## config.mk

```make
export PLATFORM = sky130hd
export DESIGN_NAME = cvc_ctrl
export DESIGN_NICKNAME = d
export VERILOG_FILES = /design/src/rtl/cvc_pkg.sv /design/src/rtl/cvc_state.sv /design/src/rtl/cvc_pace.sv /design/src/rtl/cvc_pend.sv /design/src/rtl/cvc_ctrl.sv
export SDC_FILE = /design/constraint.sdc
export NUM_CORES = 1
export LEC_CHECK = 0
export BUFFER_PORTS_ARGS = -buffer_cell sky130_fd_sc_hd__buf_2
export CAP_MARGIN = 20
export CORE_AREA = 3 3 45 47
export CTS_CLUSTER_SIZE = 16
export DETAILED_ROUTE_END_ITERATION = 12
export DIE_AREA = 0 0 48 50
export PLACE_DENSITY = 0.63
export SETUP_SLACK_MARGIN = 0.02
export SLEW_MARGIN = 5
export SYNTH_ARGS = -nofsm -noshare
export SYNTH_HDL_FRONTEND = slang
export SYNTH_SLANG_ARGS = --single-unit
```

## constraint.sdc

```tcl
create_clock -name clk -period 1.7 [get_ports clk]
set_input_delay 0.17 -clock clk [delete_from_list [all_inputs] [get_ports clk]]
set_output_delay 0.17 -clock clk [all_outputs]
set_load 0.01 [all_outputs]
```

## src/rtl/cvc_pkg.sv

```systemverilog
package cvc_pkg;

    // next value of the single-entry request holder
    typedef struct packed {
        logic pend;
    } cvc_pend_t;

    function automatic logic [31:0] cvc_lat_width(input int unsigned n);
        return $clog2(n + 2);
    endfunction

endpackage

```

## src/rtl/cvc_state.sv

```systemverilog
module cvc_state #(
    parameter int unsigned    N  = 7,
    parameter logic [N-1:0]   CV = 7'b0101100
) (
    input  logic         clk,
    input  logic         rst_n,
    input  logic         start_i,
    output logic [N-1:0] state_o,
    output logic         free_o
);

    typedef struct packed {
        logic [N-1:0] vec;
    } st_t;

    st_t st_d, st_q;

    always_comb begin
        st_d     = st_q;
        st_d.vec = st_q.vec >> 1;
        if (start_i) begin
            st_d.vec = (st_q.vec >> 1) | CV;
        end
    end

    always_ff @(posedge clk) begin
        if (!rst_n) begin
            st_q <= '0;
        end else begin
            st_q <= st_d;
        end
    end

    assign state_o = st_q.vec;
    assign free_o  = ~st_q.vec[0];

endmodule

```

## src/rtl/cvc_pace.sv

```systemverilog
module cvc_pace #(
    parameter int unsigned N    = 7,
    parameter int unsigned LATW = 4
) (
    input  logic            clk,
    input  logic            rst_n,
    input  logic            start_i,
    input  logic            greedy_i,
    input  logic [LATW-1:0] min_lat_i,
    output logic            lat_ok_o
);

    localparam logic [LATW-1:0] SAT = LATW'(N + 1);

    typedef struct packed {
        logic [LATW-1:0] since;
    } pace_t;

    pace_t pc_d, pc_q;
    logic [LATW-1:0] lat_cap;

    always_comb begin
        lat_cap = (min_lat_i > SAT) ? SAT : min_lat_i;
        lat_ok_o = greedy_i | (pc_q.since >= lat_cap);
    end

    always_comb begin
        pc_d = pc_q;
        if (start_i) begin
            pc_d.since = LATW'(1);
        end else if (pc_q.since != SAT) begin
            pc_d.since = pc_q.since + LATW'(1);
        end
    end

    always_ff @(posedge clk) begin
        if (!rst_n) begin
            pc_q.since <= SAT;
        end else begin
            pc_q <= pc_d;
        end
    end

endmodule

```

## src/rtl/cvc_pend.sv

```systemverilog
module cvc_pend
    import cvc_pkg::*;
(
    input  logic clk,
    input  logic rst_n,
    input  logic req_i,
    input  logic start_i,
    output logic want_o
);

    cvc_pend_t pd_d, pd_q;

    always_comb begin
        want_o  = req_i | pd_q.pend;
        pd_d    = pd_q;
        pd_d.pend = want_o & ~start_i;
    end

    always_ff @(posedge clk) begin
        if (!rst_n) begin
            pd_q <= '0;
        end else begin
            pd_q <= pd_d;
        end
    end

endmodule

```

## src/rtl/cvc_ctrl.sv

```systemverilog
module cvc_ctrl
    import cvc_pkg::*;
#(
    parameter int unsigned  N    = 7,
    parameter logic [N-1:0] CV   = 7'b0101100,
    parameter int unsigned  LATW = cvc_lat_width(N)
) (
    input  logic            clk,
    input  logic            rst_n,
    input  logic            req_i,
    input  logic            greedy_i,
    input  logic [LATW-1:0] min_lat_i,
    output logic            grant_o,
    output logic [N-1:0]    state_o
);

    logic want_w;
    logic free_w;
    logic lat_ok_w;
    logic start_w;

    assign start_w = want_w & free_w & lat_ok_w;
    assign grant_o = start_w;

    cvc_pend u_pend (
        .clk     (clk),
        .rst_n   (rst_n),
        .req_i   (req_i),
        .start_i (start_w),
        .want_o  (want_w)
    );

    cvc_state #(.N(N), .CV(CV)) u_state (
        .clk     (clk),
        .rst_n   (rst_n),
        .start_i (start_w),
        .state_o (state_o),
        .free_o  (free_w)
    );

    cvc_pace #(.N(N), .LATW(LATW)) u_pace (
        .clk       (clk),
        .rst_n     (rst_n),
        .start_i   (start_w),
        .greedy_i  (greedy_i),
        .min_lat_i (min_lat_i),
        .lat_ok_o  (lat_ok_w)
    );

endmodule

```

# ---- Word level (Yosys, flattened, before mapping)
# Cells that the tools add are included.
dict set report totals {
  romBits 0
  mem_bits_rw 0
  latchBits 0
  word_cells 22
  output_inout_bits 8
  n_memories 0
  register_bits 12
  in_bits 8
}
dict set report op_classes {
  n_mul 0
  div 0
  bitwise_logic 8
  n_reduce_logical 2
  n_shift 0
  add_sub_neg 1
  n_mux 4
  order_cmp 2
  n_eq_ne 1
}
# operator n
set ops {}
lappend ops {{4-bit 2-to-1 mux} 3}
lappend ops {{6-bit 2-to-1 mux} 1}
lappend ops {{4-bit by 1-bit adder with 4-bit output (second input constant)} 1}
lappend ops {{4-bit >= comparator} 1}
lappend ops {{4-bit greater-than comparator (second input constant)} 1}
lappend ops {{4-bit != test (second input constant)} 1}
lappend ops {{1-bit AND} 3}
lappend ops {{1-bit inverter} 3}
lappend ops {{1-bit bitwise OR} 2}
lappend ops {{2-bit nonzero test} 1}
lappend ops {{2-bit OR reduction} 1}

# ---- Depth between registers and ports, before layout
dict set report depth {
  word_depth 7
  ltp_mapped 6
  depth_no_buf 6
}

# ---- Cells and area by module
# A second synthesis with hierarchy kept.
dict set report hier_totals {
  hier_cells 53
  hier_area_um2 543.0
}
# mod seq_area_each_um2 area_each_um2 cells_per_inst n_inst
set modules_own_cells {}
lappend modules_own_cells {cvc_pace 80.1 304.0 31 1}
lappend modules_own_cells {cvc_state 120.1 197.7 18 1}
lappend modules_own_cells {cvc_pend 20.0 35.0 3 1}
lappend modules_own_cells {cvc_ctrl 0.0 6.3 1 1}

# ---- Worst setup path before layout
# Ideal clock, no wire load.
dict set report synth_timing {
  path_kind {register -> output}
  start {reg u_pace.pc_q[0] (netlist name)}
  end {out grant_o}
  t_arrival_ps 1211
  stages_incl_launch_ff 6
  required_ps 1530
  n_path_buf 0
  setup_slack_ps 319
  path_cell_list {dfxtp_1 inv_1 ha_1 nor3b_2 o21ai_1 and2_1}
}
dict set report synth_via {
  elab_chain_cells 3
}
# item line_no
set synth_lines {}
lappend synth_lines {{from (decl)} cvc_pace.sv:19} ;# pace_t pc_d, pc_q;
lappend synth_lines {{from (signal assigned)} cvc_pace.sv:40} ;# pc_q <= pc_d;
lappend synth_lines {{4-bit >= comparator} cvc_pace.sv:24} ;# lat_ok_o = greedy_i | (pc_q.since >= lat_cap);
lappend synth_lines {{1-bit bitwise OR} cvc_pace.sv:24}
lappend synth_lines {{1-bit AND} cvc_ctrl.sv:22} ;# assign start_w = want_w & free_w & lat_ok_w;
lappend synth_lines {{to (decl)} cvc_ctrl.sv:13} ;# output logic grant_o,
# No other way between the ends.

# ---- Worst setup path after layout
dict set report layout_timing {
  start {reg u_pace.pc_q[2] (netlist name)}
  end {out grant_o}
}
# The elaborated chain is that of the path after synthesis.

==> qor.yml <==
status: "finished, final reports clean"
synth_area_um2: 578
antenna_found_initial: 0
synth-seq-cells: 11
hold_class: "primary input to flip-flop"
die_area_um2: 2400
drt_iter0_drc: 3
core_area_um2: 1690
netlist_instances: 59
p_comb_share_pct: 43.3
cp.required_ps: 1530
ctsHoldBuffers: 0
crit_chain: "ha_1 -> a211oi_4 -> o21ai_2 -> and2_1 -> buf_2"
synth_nets: 73
initial_core_util_pct: 34.2
critPathBufInv: 1
dp_hpwl_um: 762
htree_levels: 1
critPathCaptureType: "primary output"
drtAntennaViolNets: 0
crit_family: "flip-flops"
synth.top_cell.area_share_pct: 38.1
clockBufferDepth: 2
yosysWarnings: 0
final_nets: 92
min_path_cells: 2
max_cap_viol_count: 0
postLayoutCellArea_um2: 763
worst-setup-path-type: "flip-flop to primary output"
grt_usage_pct: 10.5
grt_max_degree: 12
dieHeight_um: 50
drv_slew: 0
place.gp.congestion: 0.720
fmax_mhz: 620
cts_sinks: 11
slowest_stage: "dfxtp_2"
wl_per_cell_um: 11.4
drc: 0
r2r_cells: 5
drtPass1Iterations: 2
area_growth_pct: 32.0
placed_area_um2: 634
cts_root_buf: "clkbuf_4"
instances_no_fill: 94
cp-start-kind: "flip-flop"
internal-power_w: 0.000611
rrSetupSlack_ps: 340
wl_mm: 1.07
period_share_pct: 94.8
vdd.ir_drop.worst_mv: 0.406
num_io_pins: 16
seqPwrFrac_pct: 37.6
pwr-share-clk_pct: 19.1
numPortBuffers: 14
grt_pass1_wl_mm: 1.79
cts_tree: "done"
grt_overflow_total: 0
rows: 15
vias: 434
total_power_w: 0.000913
clock_latency_ps: 260
die_w_um: 48
leakage_nw: 0.343
cp_max_fo: 4
fin_worst_skew_ps: 1.59
path_clk_slew_ps: 70
cellPowerDensity_nw_per_um2: 1200
hold_viol: 0
synth_largest_area_cell: "dfxtp_1"
cp.depth: 5
netlist-cell-type-count: 25
avgSynthCellArea_um2: 9.80
cts_buffers: 3
whs_ps: 209
synth_ff_type: "dfxtp_1"
viasPerCell: 4.62
synth-edff-count: 0
diodes: 0
switching_share_pct: 33.1
fin_crit_ps: 1610
grt_setup_unrepaired: "yes"
slowest_delay_ps: 350
power_switching_w: 0.000303
placed_cells: 85
drive_gt1_share_pct: 49.4
setup_viol: 0
grt_pass1_vias: 429
ys_seq_area_share_pct: 38.1
async_reset_ff_share_pct: 0
arrival_ps: 1440
synth_area_leaders: "dfxtp_1 (38%), ha_1 (13%), buf_4 (5.2%), a211oi_2 (4.3%), and2_1 (4.3%)"
layout make-up:
type	count	area, um^2
timing repair buffer	19	108
inverter	4	15.0
sequential	11	230
tap	17	21.3
fill	166	926
clock buffer	4	26.3
multi-input combinational	39	363
synth_stat cells (2+ instances only):
cell type and number:
a211oi_2 2, inv_1 4, ha_1 6, xor2_1 2, nand2_1 5, dfxtp_1 11
nand3_1 2, and2_1 4, a21oi_1 2, o21ai_1 3, buf_4 4
cells by family (layout without fill, tap and decap cells):
kind of cell	Yosys count	count (layout)	synth area share (%)
AOI/OAI and AO/OA	13	13	18.2
xor gates and xnor gates	3	3	4.55
adders and majority gates	6	6	13.0
buffers and inverters	9	27	8.66
DFF	11	11	38.1
muxes	1	1	1.73
other	1	1	0.649
and+or+nand+nor	15	15	15.2
placed cells by master, fill, tap and decap left out:
cell,n
a211oi_2,1
a211oi_4,1
a21oi_1,2
a2bb2oi_2,1
and2_1,4
buf_2,14
buf_4,5
clkbuf_1,1
clkbuf_4,3
conb_1,1
dfxtp_1,7
dfxtp_2,2
dfxtp_4,2
ha_1,3
ha_4,3
inv_1,3
inv_2,1
mux2i_1,1
nand2_1,5
nand3_1,2
nand3b_2,1
nor2_1,1
nor2b_1,1
nor3b_4,1
o211ai_1,1
o21a_2,1
o21ai_0,1
o21ai_1,2
o21ai_2,1
o21ba_2,1
o2bb2ai_1,1
xnor2_1,1
xor2_1,2
through the flow:
step / utilization (%) / setup WS [ps] / setup TNS [ps]
floorplan: - / 319 / 0
global placement: 37.6 / 149 / 0
detailed placement: 37.6 / 126 / 0
CTS: 43.7 / 28.3 / 0
global route: 45.2 / -1.24 / -1.24
finish: 45.2 / 87.8 / 0
flip-flops by register name, summed over array words and instances (netlist names):
| name | flops |
|---|---|
| u_pend.pd_q | 1 |
| u_pace.pc_q | 4 |
| u_state.state_o | 6 |
worst paths after layout:
| kind | from | end |
|---|---|---|
| worst max-delay path | u_pace.pc_q[2] | grant_o |
| worst min-delay path | rst_n | u_pace.pc_q[3] |
| worst max register to register | u_pace.pc_q[2] | u_pace.pc_q[3] |
| worst min register to register | u_state.state_o[4] | u_state.state_o[3] |
per-layer routing:
metal	vias up	global-route usage, %	routed length [um]
met3	0	4.38	23
met4	0	2.69	0
li1	231	-	-
met1	198	12.3	455
met5	-	0	0
met2	5	17.0	594
worst register-to-register path: cells and delay by family (launching register included):
| kind | cells | cell delay, ps |
|---|---|---|
| AO/OA/AOI/OAI | 3 | 580 |
| flip-flops | 1 | 350 |
| adder cells (fa/ha/maj) | 1 | 230 |
| buffers and inverters | 1 | 140 |
timing repair:
action / CTS / global route
cloned: 0 / 0
setup buffers: 3 / 2
pin swaps: 5 / 3
setup endpoints to repair: 1 / 1
gates resized for setup: 9 / 4
power groups by stage:
stage	clock, W	sequential, W	combinational, W
2_1_floorplan	0	0.000337	0.000230
3_3_place_gp	0	0.000340	0.000276
3_5_place_dp	0	0.000342	0.000281
4_1_cts	0.000182	0.000340	0.000363
5_1_grt	0.000203	0.000348	0.000434
6_report	0.000175	0.000343	0.000395
No activity file was read; power rests on OpenSTA's default activity.
